===== src/rtl/msu_pkg.sv =====
package msu_pkg;
    localparam int CTL_W    = 8;
    localparam int CTL_KEEP = 5;
    localparam int LINE_N   = 4;
    localparam int LOOP_BIT = 4;
    // line index inside a status nibble
    localparam int IX_CTS = 0;
    localparam int IX_DSR = 1;
    localparam int IX_RI  = 2;
    localparam int IX_DCD = 3;
    localparam logic [CTL_W-1:0] KEEP_MASK = CTL_W'((1 << CTL_KEEP) - 1);
    // fixed line levels when loopback is off: DCD=1, RI=0, DSR=1, CTS=0
    localparam logic [LINE_N-1:0] IDLE_LINES = 4'b1010;

    typedef struct packed {
        logic [CTL_W-1:0]  ctl;
        logic [LINE_N-1:0] delta;
    } msu_state_t;
endpackage


===== src/rtl/msu_line_map.sv =====
module msu_line_map
    import msu_pkg::*;
(
    input  logic [CTL_W-1:0]  ctl,
    output logic [LINE_N-1:0] lines
);
    always_comb begin
        if (ctl[LOOP_BIT]) begin
            lines         = '0;
            lines[IX_CTS] = ctl[1];
            lines[IX_DSR] = ctl[0];
            lines[IX_RI]  = ctl[2];
            lines[IX_DCD] = ctl[3];
        end else begin
            lines = IDLE_LINES;
        end
    end
endmodule


===== src/rtl/msu_change_detect.sv =====
module msu_change_detect
    import msu_pkg::*;
(
    input  logic [LINE_N-1:0] old_lines,
    input  logic [LINE_N-1:0] new_lines,
    output logic [LINE_N-1:0] chg
);
    for (genvar i = 0; i < LINE_N; i++) begin : g_bit
        if (i == IX_RI) begin : g_fall
            assign chg[i] = old_lines[i] & ~new_lines[i];
        end else begin : g_any
            assign chg[i] = old_lines[i] ^ new_lines[i];
        end
    end
endmodule


===== src/rtl/modem_status_unit.sv =====
module modem_status_unit
    import msu_pkg::*;
(
    input  logic             clk,
    input  logic             rst_n,
    input  logic             ctl_wr_en,
    input  logic [CTL_W-1:0] ctl_wr_data,
    input  logic             sts_rd_en,
    output logic [CTL_W-1:0] sts_rd_data,
    output logic             delta_any,
    output logic [CTL_W-1:0] ctl_q
);
    msu_state_t state_d, state_q;

    logic [CTL_W-1:0]  ctl_new;
    logic [LINE_N-1:0] lines_cur, lines_new, chg;

    assign ctl_new = ctl_wr_data & KEEP_MASK;

    msu_line_map u_map_cur (.ctl(state_q.ctl), .lines(lines_cur));
    msu_line_map u_map_new (.ctl(ctl_new),     .lines(lines_new));

    msu_change_detect u_chg (
        .old_lines(lines_cur),
        .new_lines(lines_new),
        .chg      (chg)
    );

    always_comb begin
        state_d = state_q;
        if (sts_rd_en) begin
            state_d.delta = '0;
        end
        if (ctl_wr_en) begin
            state_d.ctl   = ctl_new;
            state_d.delta = state_d.delta | chg;
        end
    end

    always_ff @(posedge clk) begin
        if (!rst_n) begin
            state_q <= '0;
        end else begin
            state_q <= state_d;
        end
    end

    assign sts_rd_data = {lines_cur, state_q.delta};
    assign delta_any   = |state_q.delta;
    assign ctl_q       = state_q.ctl;
endmodule


===== config.mk =====
export PLATFORM = sky130hd
export DESIGN_NAME = modem_status_unit
export DESIGN_NICKNAME = d
export VERILOG_FILES = /design/src/rtl/msu_pkg.sv /design/src/rtl/msu_line_map.sv /design/src/rtl/msu_change_detect.sv /design/src/rtl/modem_status_unit.sv
export SDC_FILE = /design/constraint.sdc
export NUM_CORES = 1
export LEC_CHECK = 0
export BUFFER_PORTS_ARGS = -buffer_cell sky130_fd_sc_hd__buf_2
export CAP_MARGIN = 20
export CELL_PAD_IN_SITES_DETAIL_PLACEMENT = 2
export CELL_PAD_IN_SITES_GLOBAL_PLACEMENT = 2
export CORE_MARGIN = 2
export CORE_UTILIZATION = 24
export CTS_BUF_LIST = sky130_fd_sc_hd__clkbuf_8
export DETAILED_ROUTE_END_ITERATION = 16
export PLACE_DENSITY_LB_ADDON = 0.08
export SLEW_MARGIN = 10
export SYNTH_ARGS = -nofsm -noshare
export SYNTH_HDL_FRONTEND = slang
export SYNTH_SLANG_ARGS = --single-unit

===== constraint.sdc =====
create_clock -name clk -period 2.05 [get_ports clk]
set_input_delay 0.41 -clock clk [delete_from_list [all_inputs] [get_ports clk]]
set_output_delay 0.41 -clock clk [all_outputs]
set_load 0.01 [all_outputs]

### After elaboration in Yosys (flattened, before gate mapping)

Index checks and enable logic that the tools add are counted.

| word-level totals | value |
|---|---|
| word-level logic and storage cells | 13 |
| bits of input ports | 12 |
| register bits | 9 |
| output and inout port bits | 17 |

| operators by class | value |
|---|---|
| muxes and demuxes | 4 |
| bitwise logic cells | 6 |
| reduce and logical (&&, ||, !) cells | 1 |

Operators by type and width:

| cell | number |
|---|---|
| $mux 4 | 4 |
| $or 4x4->4 | 1 |
| $reduce_or 4->1 | 1 |
| $xor 1x1->1 | 3 |
| $and 1x1->1 | 1 |
| $not 1->1 | 1 |

### Logic depth before layout (Yosys ltp)

Gate-level depths: netlist of the first run.

| depth | value |
|---|---|
| word-level depth | 5 |
| gate-level depth with buffers | 3 |
| depth with buffers taken out | 3 |

### By module

Synthesis of the first run repeated with hierarchy kept, for this count alone.

| unflattened totals | value |
|---|---|
| cells, all modules | 49 |
| area total of the unflattened synthesis | 456.7 µm² |

Modules (own cells, without submodules):

| module | area each (µm²) | sequential area each (µm²) | times used | cells an instance |
|---|---|---|---|---|
| modem_status_unit | 374.1 | 180.2 | 1 | 37 |
| msu_line_map | 25.0 | 0.0 | 2 | 4 |
| msu_change_detect | 32.5 | 0.0 | 1 | 4 |

### Worst setup path after synthesis of the first run

Ideal clock, no wire load.

| path | value |
|---|---|
| kind | register -> output |
| start | reg state_q (netlist bit sts_rd_data[1]) |
| end | out delta_any |
| stages on the path, launching flop included | 2 |
| arrival | 0.898 ns |
| path slack | 0.742 ns |
| data required time | 1.640 ns |
| path buffers | 0 |
| cells stage by stage | dfxtp_1 or4_1 |

| between the ends | value |
|---|---|
| longest elaborated chain between the ends | 1 |

Ends and longest elaborated chain:

| what | line | source |
|---|---|---|
| start, declared | modem_status_unit.sv:13 | `msu_state_t state_d, state_q;` |
| start signal, assigned | modem_status_unit.sv:44 | `state_q <= state_d;` |
| $reduce_or 4->1 | modem_status_unit.sv:49 | `assign delta_any = \|state_q.delta;` |
| end, declared | modem_status_unit.sv:10 | `output logic delta_any,` |

Every way passes these cells.

### Worst setup path in the final report of the first run

Ends and elaborated chain as after synthesis.

==> results of run 1 <==
through the flow:
step                      instances  hold WS [ns]  total power, mW
after detailed placement         91         0.478            0.268
after global placement           91         0.475            0.267
after CTS                        95         0.456            0.482
after global routing             95         0.476            0.500
after floorplan                  49         0.495            0.242
final                            95         0.453            0.475
flip-flops by register name (all words and copies together) (netlist names):
signal       cells
ctl_q            5
sts_rd_data      4
cell families after synthesis:
logic type | synth area share [%]
flip-flops | 39.6
multiplexers | 11.0
XOR/XNOR | 5.77
AO/OA/AOI/OAI | 6.59
other | 0.823
AND/OR/NAND/NOR | 29.4
buffers and inverters | 6.87
how the worst min path moves through the flow:
stage	cells after the start	end
after detailed placement	2	sts_rd_data[0]
after floorplan	2	sts_rd_data[2]
final	3	ctl_q[0]
after CTS	3	ctl_q[1]
after global placement	2	sts_rd_data[2]
after global routing	3	ctl_q[2]
metal layers:
metal  wire [um]  part of all wire, %  track usage [%]
met3          63                  5.2             4.53
met1         531                   43             14.6
met5           0                    0                0
met4          13                  1.1             8.11
met2         614                   50             20.3
power breakdown:
part	internal [mW]	switching [mW]	total, mW
logic	0.0350	0.0373	0.0723
registers	0.185	0.00740	0.192
clock network	0.131	0.0789	0.210
total	0.351	0.124	0.475
layout make-up:
class,instances,area (sq um),area share (%)
multi-input combinational,35,251,40.7
sequential,9,180,29.1
timing repair buffer,22,110,17.8
clock buffer,3,41.3,6.68
tap,25,31.3,5.06
clock inverter,1,3.75,0.607
worst register-to-register path: cells and delay by family, from the launching register on:
family / cells / cell delay (ns)
simple gates: 1 / 0.11
compound gates: 1 / 0.21
flops: 1 / 0.46
xor+xnor: 1 / 0.15
cell usage in the layout, fill, tap and decap left out, types with 2 or more instances in the layout:
cell type / count
mux2i_1: 5
clkbuf_8: 3
a31o_1: 2
nor2b_1: 5
buf_2: 22
nand2_1: 3
dfxtp_1: 9
and2b_1: 2
conb_1: 3
and3b_1: 2
xnor2_1: 2
nand2b_2: 2
==> impl_metrics.yaml, run 1 <==
run_status:
  status: "finished, final reports clean"
setup_path:
  crit_type: "register to output pin"
  path_delay_family: "simple AND/OR/NAND/NOR gates"
  worst-path-stages: 2
  r2r_end: "sts_rd_data[3]"
  critical_path_arrival_ns: 1.19
  crit_start: "sts_rd_data[1]"
  critical_path.max_stage_delay_ns: 0.50
  critPathRequiredTime_ns: 1.64
  cp_slowest_cell: "or4_1"
  worstRegToRegCells: 3
  r2r_start: "ctl_q[4]"
  crit_fanout: 3
  r2r_slack_ns: 1.00
  start_kind: "register"
  crit_chain: "or4_1, buf_2"
  crit_path_end: "delta_any"
  critPathCaptureType: "output pin"
  crit_buf_inv: 1
floorplan:
  die-height_um: 47.6
  boundaryPins: 29
  core_area_sq_um: 1760
  die_area_sq_um: 2260
  rows: 15
  die-width_um: 47.6
  initial_core_util_pct: 25.8
logic_synthesis:
  synthFlopType: "dfxtp_1"
  ys_warn_count: 0
  ys_top_cells_by_count: "9 x dfxtp_1, 5 x mux2i_1, 5 x nor2b_1, 3 x buf_4, 3 x nand2_1"
  yosysMostFrequentCell: "dfxtp_1"
  synthCells: 47
  syn_area_sq_um: 455
  synth_edf_count: 0
  syn_avg_cell_area_sq_um: 9.69
  yosysTopAreaCell: "dfxtp_1"
  synth_top_area_share_pct: 39.6
  ys_top_cells_by_area: "dfxtp_1 40%, mux2i_1 11%, nor2b_1 6.9%"
  ys_async_sr_fraction_pct: 0
  yosysUniqueCellTypes: 22
  ys_ff_latch: 9
  ys_seq_area_share_pct: 39.6
hold_path:
  hold_path.class: "input port to register"
  worst_hold_startpoint: "ctl_wr_data[0]"
detailed_routing:
  drtPass1Iterations: 2
  drtIter0Drc: 1
  vias: 395
  drc_errors: 0
  routed_wl_um: 1220
  routed_via_density: 4.16
  drtAntennaViolNets: 0
  wl_per_cell_um: 12.9
clock_tree:
  clkSlewWorstSetupHoldPaths_ns: 0.05
  cts_tree: "built"
  ctsResizeCount: 0
  cts_buffer_depth: 2
  h-tree-depth: 1
  postCtsSetupRepairBufs: 0
  cts_num_sinks: 9
  insertion_delay_ns: 0.24
  cts_buffers: 3
  cts_hold_buffers: 0
  clockRootBuffer: "clkbuf_8"
power_and_ir_drop:
  power_leakage_nw: 0.317
  powerDensity_nw_per_um2: 768
  ir_drop_uv: 237
global_route:
  grtUsageTotal_pct: 12.8
  grt_pass1_vias: 395
  antenna_found_initial: 0
  gr-total-overflow: 0
  grt_first_pass_wirelength_um: 1840
  grt_max_degree: 13
timing:
  grt_setup_unrepaired: "no"
  fin_crit_ns: 1.60
  setup_slack_ns: 0.446
  setup_viol: 0
  final_hold_viol_count: 0
  post-route-period-util_pct: 78.2
  drv_slew: 0
  tns_ns: 0
  max_freq_mhz: 623
  finalClockSkew_ns: 0.00327
place:
  place_ws_ns: 0.692
  io_buffers: 22
  dpl_cell_area_sq_um: 573
  gp_congestion: 0.635
cells_and_area:
  post-route-util_pct: 35.0
  antennaDiodeCount: 0
  syn2layout_area_growth_pct: 35.7
  nFillCells: 222
  finish.instance_area_sq_um: 618
  fin_nets: 83
  drive_gt1_share_pct: 40.0
run:
  drv_cap: 0
(Power assumes the default switching activity.)
==> run 2: changes to the inputs <==
CORE_UTILIZATION = 23   (was 24)
clock period = 1.6 ns   (was 2.05 ns; I/O delays follow)
==> run 2 against run 1 <==
Net effect: via count stayed put; largest power group unchanged; power grew 26%; critical endpoint unchanged; core utilization down 2.7 points; clock power grew 23%.
==> impl_metrics.yaml, run 2 (same netlist as run 1, synthesis figures left out) <==
detailed_routing:
  drtAntennaViolNets: 0
  routed_via_density: 4.07
  drc_errors: 0
  drtPass1Iterations: 2
  routed_wl_um: 1130
  vias: 395
  wl_per_cell_um: 11.6
  drtIter0Drc: 3
global_route:
  antenna_found_initial: 0
  grt_first_pass_wirelength_um: 1860
  gr-total-overflow: 0
  grt_pass1_vias: 404
  grtUsageTotal_pct: 10.3
  grt_max_degree: 13
timing:
  setup_viol: 0
  tns_ns: 0
  post-route-period-util_pct: 94.5
  final_hold_viol_count: 0
  drv_slew: 0
  finalClockSkew_ns: 0.00329
  max_freq_mhz: 662
  fin_crit_ns: 1.51
  grt_setup_unrepaired: "no"
cells_and_area:
  fin_nets: 83
  syn2layout_area_growth_pct: 36.3
  antennaDiodeCount: 0
  nFillCells: 246
  largest_reg_flops: 5
  drive_gt1_share_pct: 40.0
  final_cell_mix: "22 x buf_2, 9 x dfxtp_1, 5 x mux2i_1, 5 x nor2b_1"
  post-route-util_pct: 32.3
  mostFrequentLayoutCell: "buf_2"
setup_path:
  cp_slowest_cell: "or4_1"
  start_kind: "register"
  critical_path.max_stage_delay_ns: 0.50
  critical_path_arrival_ns: 1.19
  r2r_start: "ctl_q[4]"
  crit_start: "sts_rd_data[1]"
  critPathCaptureType: "output pin"
  crit_buf_inv: 1
  path_delay_family: "simple AND/OR/NAND/NOR gates"
  crit_chain: "or4_1, buf_2"
  crit_fanout: 3
  crit_type: "register to output pin"
  critPathRequiredTime_ns: 1.28
floorplan:
  core_area_sq_um: 1920
  die_area_sq_um: 2350
  die-height_um: 48.5
  initial_core_util_pct: 23.7
  rows: 16
  die-width_um: 48.5
  boundaryPins: 29
clock_tree:
  cts_buffers: 3
  ctsResizeCount: 0
  cts_num_sinks: 9
  clkSlewWorstSetupHoldPaths_ns: 0.05
  clockRootBuffer: "clkbuf_8"
  h-tree-depth: 1
  postCtsSetupRepairBufs: 0
  cts_tree: "built"
  cts_hold_buffers: 0
  insertion_delay_ns: 0.23
  cts_buffer_depth: 2
power_and_ir_drop:
  seq_power_share_pct: 41.3
  switching_share_pct: 24.7
  power_leakage_nw: 0.317
  pwr-share-clk_pct: 43.2
  share_comb_of_total_power_pct: 15.4
  powerDensity_nw_per_um2: 961
  ir_drop_uv: 421
  power.net_switching_mw: 0.147
  p_int_mw: 0.449
run_status:
  status: "finished, final reports clean"
run:
  drv_cap: 0
place:
  gp_congestion: 0.627
  io_buffers: 22
hold_path:
  hold_path.class: "input port to register"
  worst_hold_startpoint: "ctl_wr_data[0]"
-- run 2: metal layers --
metal	up-vias	GRT usage [%]	wire, um
met5	-	0	0
met1	185	11.7	478
li1	194	-	-
met3	0	5.56	91
met4	0	1.43	0
met2	16	17.4	560
-- run 2: tightest hold or removal path: cells and delay by family --
| family | cells | cell delay [ns] |
|---|---|---|
| buffers and inverters | 1 | 0.09 |
| muxes | 1 | 0.06 |
| and+or+nand+nor | 1 | 0.09 |
-- run 2: worst paths after layout --
check,endpoint,slack [ns],cells past startpoint
setup reg to reg,sts_rd_data[0],0.58,3
hold reg to reg,sts_rd_data[0],0.48,2
hold / removal,ctl_q[0],0.36,3
setup / recovery,delta_any,0.09,2
-- run 2: cell type report --
class	instances	area, sq um	share of cell area [%]
clock buffers	3	41.3	6.65
clock inverters	1	3.75	0.605
multi-input cells	35	251	40.5
flip-flops and latches	9	180	29.0
well taps	27	33.8	5.44
repair buffers	22	110	17.7
-- run 2: stage by stage --
step / power (mW) / instances / setup WS (ns) / cell area (sq um) / hold WS [ns]
finish: 0.596 / 97 / 0.0884 / 621 / 0.362
global route: 0.633 / 97 / 0.0115 / 621 / 0.408
CTS: 0.611 / 97 / 0.0651 / 621 / 0.367
detailed placement: 0.344 / 93 / 0.320 / 576 / 0.477
global placement: 0.343 / 93 / 0.339 / 576 / 0.479
floorplan: 0.310 / 49 / 0.382 / 463 / 0.490
-- run 2: power by group through the flow --
stage	Combinational [mW]	Sequential [mW]	Clock [mW]
after floorplan	0.0552	0.255	0
after global placement	0.0921	0.251	0
after detailed placement	0.0932	0.251	0
after CTS	0.0938	0.247	0.270
after global routing	0.102	0.248	0.283
final	0.0920	0.247	0.258
